<file path="src/rtl/cond_pkg.sv">
package cond_pkg;

  localparam int COND_W  = 4;
  localparam int FLAGS_W = 4;

  typedef enum logic [COND_W-1:0] {
    CC_EQ = 4'b0000, CC_NE = 4'b0001,
    CC_CS = 4'b0010, CC_CC = 4'b0011,
    CC_MI = 4'b0100, CC_PL = 4'b0101,
    CC_VS = 4'b0110, CC_VC = 4'b0111,
    CC_HI = 4'b1000, CC_LS = 4'b1001,
    CC_GE = 4'b1010, CC_LT = 4'b1011,
    CC_GT = 4'b1100, CC_LE = 4'b1101,
    CC_AL = 4'b1110, CC_NV = 4'b1111
  } cond_e;

  typedef struct packed {
    logic n;
    logic z;
    logic c;
    logic v;
  } flags_t;

endpackage

</file>
<file path="src/rtl/cond_rst_sync.sv">
module cond_rst_sync #(
  parameter int STAGES = 2
) (
  input  logic clk,
  input  logic rst_n,
  output logic rst_sync_n
);

  logic [STAGES-1:0] sync_q;
  logic [STAGES-1:0] sync_d;

  always_comb begin
    sync_d = {sync_q[STAGES-2:0], 1'b1};
  end

  always_ff @(posedge clk or negedge rst_n) begin
    if (!rst_n) begin
      sync_q <= '0;
    end else begin
      sync_q <= sync_d;
    end
  end

  assign rst_sync_n = sync_q[STAGES-1];

endmodule

</file>
<file path="src/rtl/cond_evaluator.sv">
module cond_evaluator
  import cond_pkg::*;
(
  input  cond_e  cond,
  input  flags_t flags,
  output logic   pass
);

  logic [COND_W-1:0] code;
  logic              base;
  logic              nv_eq;

  always_comb begin
    code  = cond;
    nv_eq = (flags.n == flags.v);
    // each even code has a base test; the odd partner is its inverse
    unique case (code[COND_W-1:1])
      3'd0:    base = flags.z;
      3'd1:    base = flags.c;
      3'd2:    base = flags.n;
      3'd3:    base = flags.v;
      3'd4:    base = flags.c & ~flags.z;
      3'd5:    base = nv_eq;
      3'd6:    base = ~flags.z & nv_eq;
      default: base = 1'b1;
    endcase
    pass = base ^ code[0];
  end

endmodule

</file>
<file path="src/rtl/cond_output_stage.sv">
module cond_output_stage #(
  parameter int INSTR_W = 32
) (
  input  logic               clk,
  input  logic               rst_n,
  input  logic               in_valid,
  input  logic [INSTR_W-1:0] in_instr,
  input  logic               in_pass,
  input  logic               in_wb_req,
  input  logic               in_flag_req,
  output logic               out_valid,
  output logic [INSTR_W-1:0] out_instr,
  output logic               out_exec,
  output logic               out_wb_en,
  output logic               out_flag_en,
  output logic               out_retire
);

  logic               valid_q;
  logic               valid_d;
  logic [INSTR_W-1:0] instr_q;
  logic [INSTR_W-1:0] instr_d;
  logic               exec_q, exec_d;
  logic               wb_q, wb_d;
  logic               fl_q, fl_d;
  logic               load_en;

  always_comb begin
    load_en = in_valid;
    valid_d = in_valid;
    instr_d = in_instr;
    exec_d  = in_pass;
    wb_d    = in_pass & in_wb_req;
    fl_d    = in_pass & in_flag_req;
  end

  always_ff @(posedge clk or negedge rst_n) begin
    if (!rst_n) begin
      valid_q <= 1'b0;
    end else begin
      valid_q <= valid_d;
    end
  end

  always_ff @(posedge clk or negedge rst_n) begin
    if (!rst_n) begin
      instr_q <= '0;
      exec_q  <= 1'b0;
      wb_q    <= 1'b0;
      fl_q    <= 1'b0;
    end else if (load_en) begin
      instr_q <= instr_d;
      exec_q  <= exec_d;
      wb_q    <= wb_d;
      fl_q    <= fl_d;
    end
  end

  assign out_valid   = valid_q;
  assign out_instr   = instr_q;
  assign out_exec    = valid_q & exec_q;
  assign out_wb_en   = valid_q & wb_q;
  assign out_flag_en = valid_q & fl_q;
  assign out_retire  = valid_q;

endmodule

</file>
<file path="src/rtl/cond_exec_gate.sv">
module cond_exec_gate
  import cond_pkg::*;
#(
  parameter int INSTR_W = 32,
  parameter int SYNC_STAGES = 2
) (
  input  logic               clk,
  input  logic               rst_n,
  input  logic               in_valid,
  input  logic [INSTR_W-1:0] in_instr,
  input  logic [3:0]         in_flags,
  input  logic               in_wb_req,
  input  logic               in_flag_req,
  output logic               out_valid,
  output logic [INSTR_W-1:0] out_instr,
  output logic               out_exec,
  output logic               out_wb_en,
  output logic               out_flag_en,
  output logic               out_retire
);

  localparam int COND_LSB = INSTR_W - COND_W;

  logic   rst_sync_n;
  cond_e  cond;
  flags_t flags;
  logic   pass;

  assign cond  = cond_e'(in_instr[INSTR_W-1:COND_LSB]);
  assign flags = flags_t'(in_flags);

  cond_rst_sync #(.STAGES(SYNC_STAGES)) u_rst_sync (
    .clk        (clk),
    .rst_n      (rst_n),
    .rst_sync_n (rst_sync_n)
  );

  cond_evaluator u_eval (
    .cond  (cond),
    .flags (flags),
    .pass  (pass)
  );

  cond_output_stage #(.INSTR_W(INSTR_W)) u_out (
    .clk         (clk),
    .rst_n       (rst_sync_n),
    .in_valid    (in_valid),
    .in_instr    (in_instr),
    .in_pass     (pass),
    .in_wb_req   (in_wb_req),
    .in_flag_req (in_flag_req),
    .out_valid   (out_valid),
    .out_instr   (out_instr),
    .out_exec    (out_exec),
    .out_wb_en   (out_wb_en),
    .out_flag_en (out_flag_en),
    .out_retire  (out_retire)
  );

endmodule

</file>
<file path="config.mk">
export PLATFORM = sky130hd
export DESIGN_NAME = cond_exec_gate
export DESIGN_NICKNAME = d
export VERILOG_FILES = /design/src/rtl/cond_pkg.sv /design/src/rtl/cond_rst_sync.sv /design/src/rtl/cond_evaluator.sv /design/src/rtl/cond_output_stage.sv /design/src/rtl/cond_exec_gate.sv
export SDC_FILE = /design/constraint.sdc
export NUM_CORES = 1
export LEC_CHECK = 0
export ABC_AREA = 1
export BUFFER_PORTS_ARGS = -buffer_cell sky130_fd_sc_hd__buf_2
export CORE_MARGIN = 5
export CORE_UTILIZATION = 48
export DETAILED_ROUTE_END_ITERATION = 8
export HOLD_SLACK_MARGIN = 0.06
export PLACE_DENSITY_LB_ADDON = 0.25
export SYNTH_ARGS = -nofsm -noshare
export SYNTH_HDL_FRONTEND = slang
export SYNTH_SLANG_ARGS = --single-unit
</file>
<file path="constraint.sdc">
create_clock -name clk -period 3.3 [get_ports clk]
set_clock_uncertainty 0.1 [all_clocks]
set_input_delay 0.99 -clock clk [delete_from_list [all_inputs] [get_ports clk]]
set_output_delay 0.99 -clock clk [all_outputs]
set_load 0.02 [all_outputs]
</file>
-- Word level (Yosys, flattened, before mapping)
Index checks and enable logic that the tools add are counted.
- input port bits: 41
- output and inout port bits: 37
- logic and storage cells: 24
- register bits after elaboration: 38
- reductions and logical operators: 1
- bitwise gates (word level): 9
- multiplexer cells: 1
- eq/ne operators: 7
- operator list (cell ; count):
    == test 3 bit, second input constant ; 3
    bitwise AND 1 bit ; 7
    one-hot mux 1 bit (7 select lines) ; 1
    == test 3 x 2 -> 1 bit, second input constant ; 2
    == test 3 x 1 -> 1 bit, second input constant ; 1
    logical NOT 3 bit ; 1
    == test 1 bit ; 1
    inverter 1 bit ; 1
    bitwise XOR 1 bit ; 1

-- Longest topological paths before layout
- depth after elaboration: 5
- gate-level depth with buffers: 10
- mapped depth without buffers: 10

-- Cells and area by module
Synthesis repeated with hierarchy kept, for this count alone.
- cells, all modules: 189
- area total of the unflattened synthesis: 1620.3 sq um
- modules (own cells, without submodules) (module ; area each (sq um) ; seq. area each (sq um) ; cells an instance ; times used):
    cond_output_stage ; 1440.1 ; 900.9 ; 156 ; 1
    cond_evaluator ; 126.4 ; 0.0 ; 30 ; 1
    cond_rst_sync ; 53.8 ; 50.0 ; 3 ; 1

-- Worst setup path before layout
OpenSTA, ideal clock, no wires.
- path type: flip-flop to output port
- start point: register u_out.valid_q, in the netlist u_out.out_retire
- end point: output port out_exec
- path buffers: 0
- data arrival time: 698 ps
- path slack: 1512 ps
- stages on the path, launching flop included: 3
- required time: 2210 ps
- cell sequence: dfrtp_1 > nand2_1 > inv_1
- cells in the longest elaborated chain, start to end: 1
- ends and longest elaborated chain (element ; RTL line ; RTL):
    from (decl) ; cond_output_stage.sv:19 ; logic valid_q;
    from (signal assigned) ; cond_output_stage.sv:41 ; valid_q <= valid_d;
    bitwise AND 1 bit ; cond_output_stage.sv:61 ; assign out_exec = valid_q & exec_q;
    to (decl) ; cond_exec_gate.sv:16 ; output logic out_exec,
No other way between the ends.

-- Final worst setup path
Same ends and word-level chain as after synthesis.

==> summary.md <==
| Metric | Value |
|---|---|
| Core Util, Final | `0.648` |
| Syn avg cell area | `~8.4 um2` |
| Worst Tran Pin Value | `between 0.9 and 1 ns` |
| Critical setup path kind | `flop to output pin` |
| First-pass GRT wire length | `~5500 um` |
| Hold Startpoint | `u_rst_sync.sync_q[0]` |
| Nets | `300` |
| Slew margin rel. | `0.384` |
| GPL Wtd Cong | `0.783` |
| Final Hold Vio Count | `0` |
| Antenna Nets Post-Route | `0` |
| Power per cell area | `~470 nW/um2` |
| Fillcell total | `a little over 300` |
| Hold/Removal Path Class | `flop to flop` |
| Row cnt | `20` |
| CTS max path bufs | `2` |
| Drt first pass iters | `4` |
| Post-DP HPWL | `2550 um` |
| Critical path launch point type | `flop` |
| Multi-input logic area | `about 500 um2` |
| Total global-route track usage | `0.167` |
| Vias in the first global route | `1305` |
| Final wirelength | `3370 um` |
| Ratio of cells with drive above 1 in the final layout | `0.332` |
| Worst R2R Path Depth | `1` |
| H-Tree Depth | `2` |
| Grt ovf | `0` |
| Yosys reg bits | `38` |
| Post-layout min period | `around 2.1 ns` |
| Largest net degree at the start of global routing | `40` |
| Die Span Y | `between 60 and 70 um` |
| CTS resizes | `0` |
| WP data required | `~2.2 ns` |
| Leakage | `1.20 nW` |
| Sequential area share after synthesis | `0.627` |
| Sinks on Clock Net | `38` |
| Yosys Warn Count | `0` |
| Clock Pin Slew Worst Setup and Hold Paths | `around 0.09 ns` |
| Mapped Nets | `222` |
| Final Max Slew Viols | `0` |
| DRC errors left | `0` |
| Initial Util | `0.497` |
| VDD IR-drop max | `about 0.30 mV` |
| Root Driver | `clkbuf_4` |
| Fmax | `0.476 GHz` |
| Clock Latency Late Sink | `between 0.3 and 0.4 ns` |
| Crit path capture type | `output pin` |
| FF-to-FF setup slack | `roughly 2.1 ns` |
| Hold depth | `0` |
| Syn Std Cell Area | `between 1500 and 2000 um2` |
| Commonest non-fill, non-tap cell in the layout | `nand2_1` |
| Antenna Diode Count | `0` |
| Origin of the critical flop-to-flop path | `u_rst_sync.sync_q[1]` |
| Core Area | `approximately 3100 um2` |
| Die area | `4380 um2` |
| Distinct cell type count after synthesis | `14` |
| Max Cap Viol | `0` |
| IO Count | `78` |
| Worst Path Max Fanout | `5` |
| Reg2reg end | `u_out.out_instr[24]` |
| Hold_buf cts | `0` |
| Number of buffers created by CTS | `5` |
| Vias | `about 1400` |
| Die outline width | `between 60 and 70 um` |
| Final Power | `roughly 0.00093 W` |
| Storage element area | `between 900 and 1000 um2` |
| P&R area growth vs syn | `30.5%` |
| Status | `complete, no violations` |
| WP data arrival | `approximately 1.0 ns` |
| Placed Cells | `approximately 300` |
| Final Setup Violations | `0` |
| Post-Syn Instances | `~180` |
| Setup TNS | `0 ns` |
| Initial DRC count | `58` |
| DR WL/cell | `about 11 um` |
| Port Buf Inserts | `77` |
| Antenna violations before repair | `0` |
| Most frequent cells in the layout | `104 x nand2_1, 77 x buf_2, 38 x dfrtp_1` |
| RSZ-0062 raised after global routing | `no` |
| Final Cycle Share | `0.637` |
| Vias/cell | `between 4 and 5` |
| Fin cells | `roughly 300` |
| Hold EP | `u_rst_sync.sync_q[1]` |
| CTS tree | `built` |
| Number of post-CTS setup repair buffers | `0` |
[where the power goes]
part / internal (W) / switching (W)
logic: 0.0000674 / 0.000118
registers: 0.000506 / 0.0000260
clock network: 0.0000804 / 0.000130
total: 0.000654 / 0.000274
[through the flow]
step | hold WS, ns | instance area, um2 | setup slack [ns]
2_1_floorplan | 0.231 | 1520 | 1.51
3_3_place_gp | 0.234 | 1930 | 1.32
3_5_place_dp | 0.240 | 1930 | 1.27
4_1_cts | 0.263 | 1980 | 1.17
5_1_grt | 0.279 | 1980 | 1.08
6_report | 0.260 | 1980 | 1.20
[final cells by class]
class	count	share of cell area
Timing Repair Buffer	79	0.202
Tap cell	44	0.0278
Clock buffer	7	0.0228
Multi-Input combinational cell	126	0.250
Sequential cell	38	0.480
Inverter	9	0.0171
[kinds of logic after synthesis]
| logic type | count (synthesis) | synth area share |
|---|---|---|
| and+or+nand+nor | 119 | 0.304 |
| AOI/OAI and AO/OA | 6 | 0.0198 |
| DFF | 38 | 0.627 |
| other | 1 | 0.00247 |
| buffers and inverters | 17 | 0.0470 |
[routing by layer]
metal	vias to the layer above	track usage	share of wire
met5	-	0	0
met4	0	0.0838	0.011
met3	4	0.0527	0.094
met2	50	0.273	0.48
met1	604	0.195	0.41
li1	700	-	-
[state kept, by name, indices dropped and copies added (netlist names)]
register,cells
u_out.exec_q,1
u_out.wb_q,1
u_out.fl_q,1
u_rst_sync.sync_q,2
u_out.out_retire,1
u_out.out_instr,32
[cells in the mapped netlist]
master      n  share of area
nand3_1     4          0.013
conb_1      1         0.0025
inv_1       7          0.017
o21ai_1     4          0.013
buf_4       1         0.0050
inv_2       2         0.0050
nor2_1      7          0.017
clkbuf_1    4         0.0099
nor3_1      1         0.0033
buf_2       3         0.0099
o21ai_0     2         0.0066
dfrtp_1    38           0.63
nand2_1   104           0.26
nand4_1     3          0.012
[how the worst max path moves through the flow]
stage                     startpoint     endpoint  slack [ns]  cells after the start
floorplan           u_out.out_retire     out_exec        1.51                      2
global placement        in_instr[29]   u_out.fl_q        1.32                      9
detailed placement      in_instr[31]   u_out.fl_q        1.27                      9
CTS                 u_out.out_retire     out_exec        1.17                      3
global route        u_out.out_retire  out_flag_en        1.08                      3
finish              u_out.out_retire     out_exec        1.20                      3
[worst max-delay path: stages (launching register included)]
cell     delay (ns)
dfrtp_1        0.43
nand2_1        0.08
inv_1          0.04
buf_2          0.15
No activity file was read; power rests on OpenSTA's default activity.
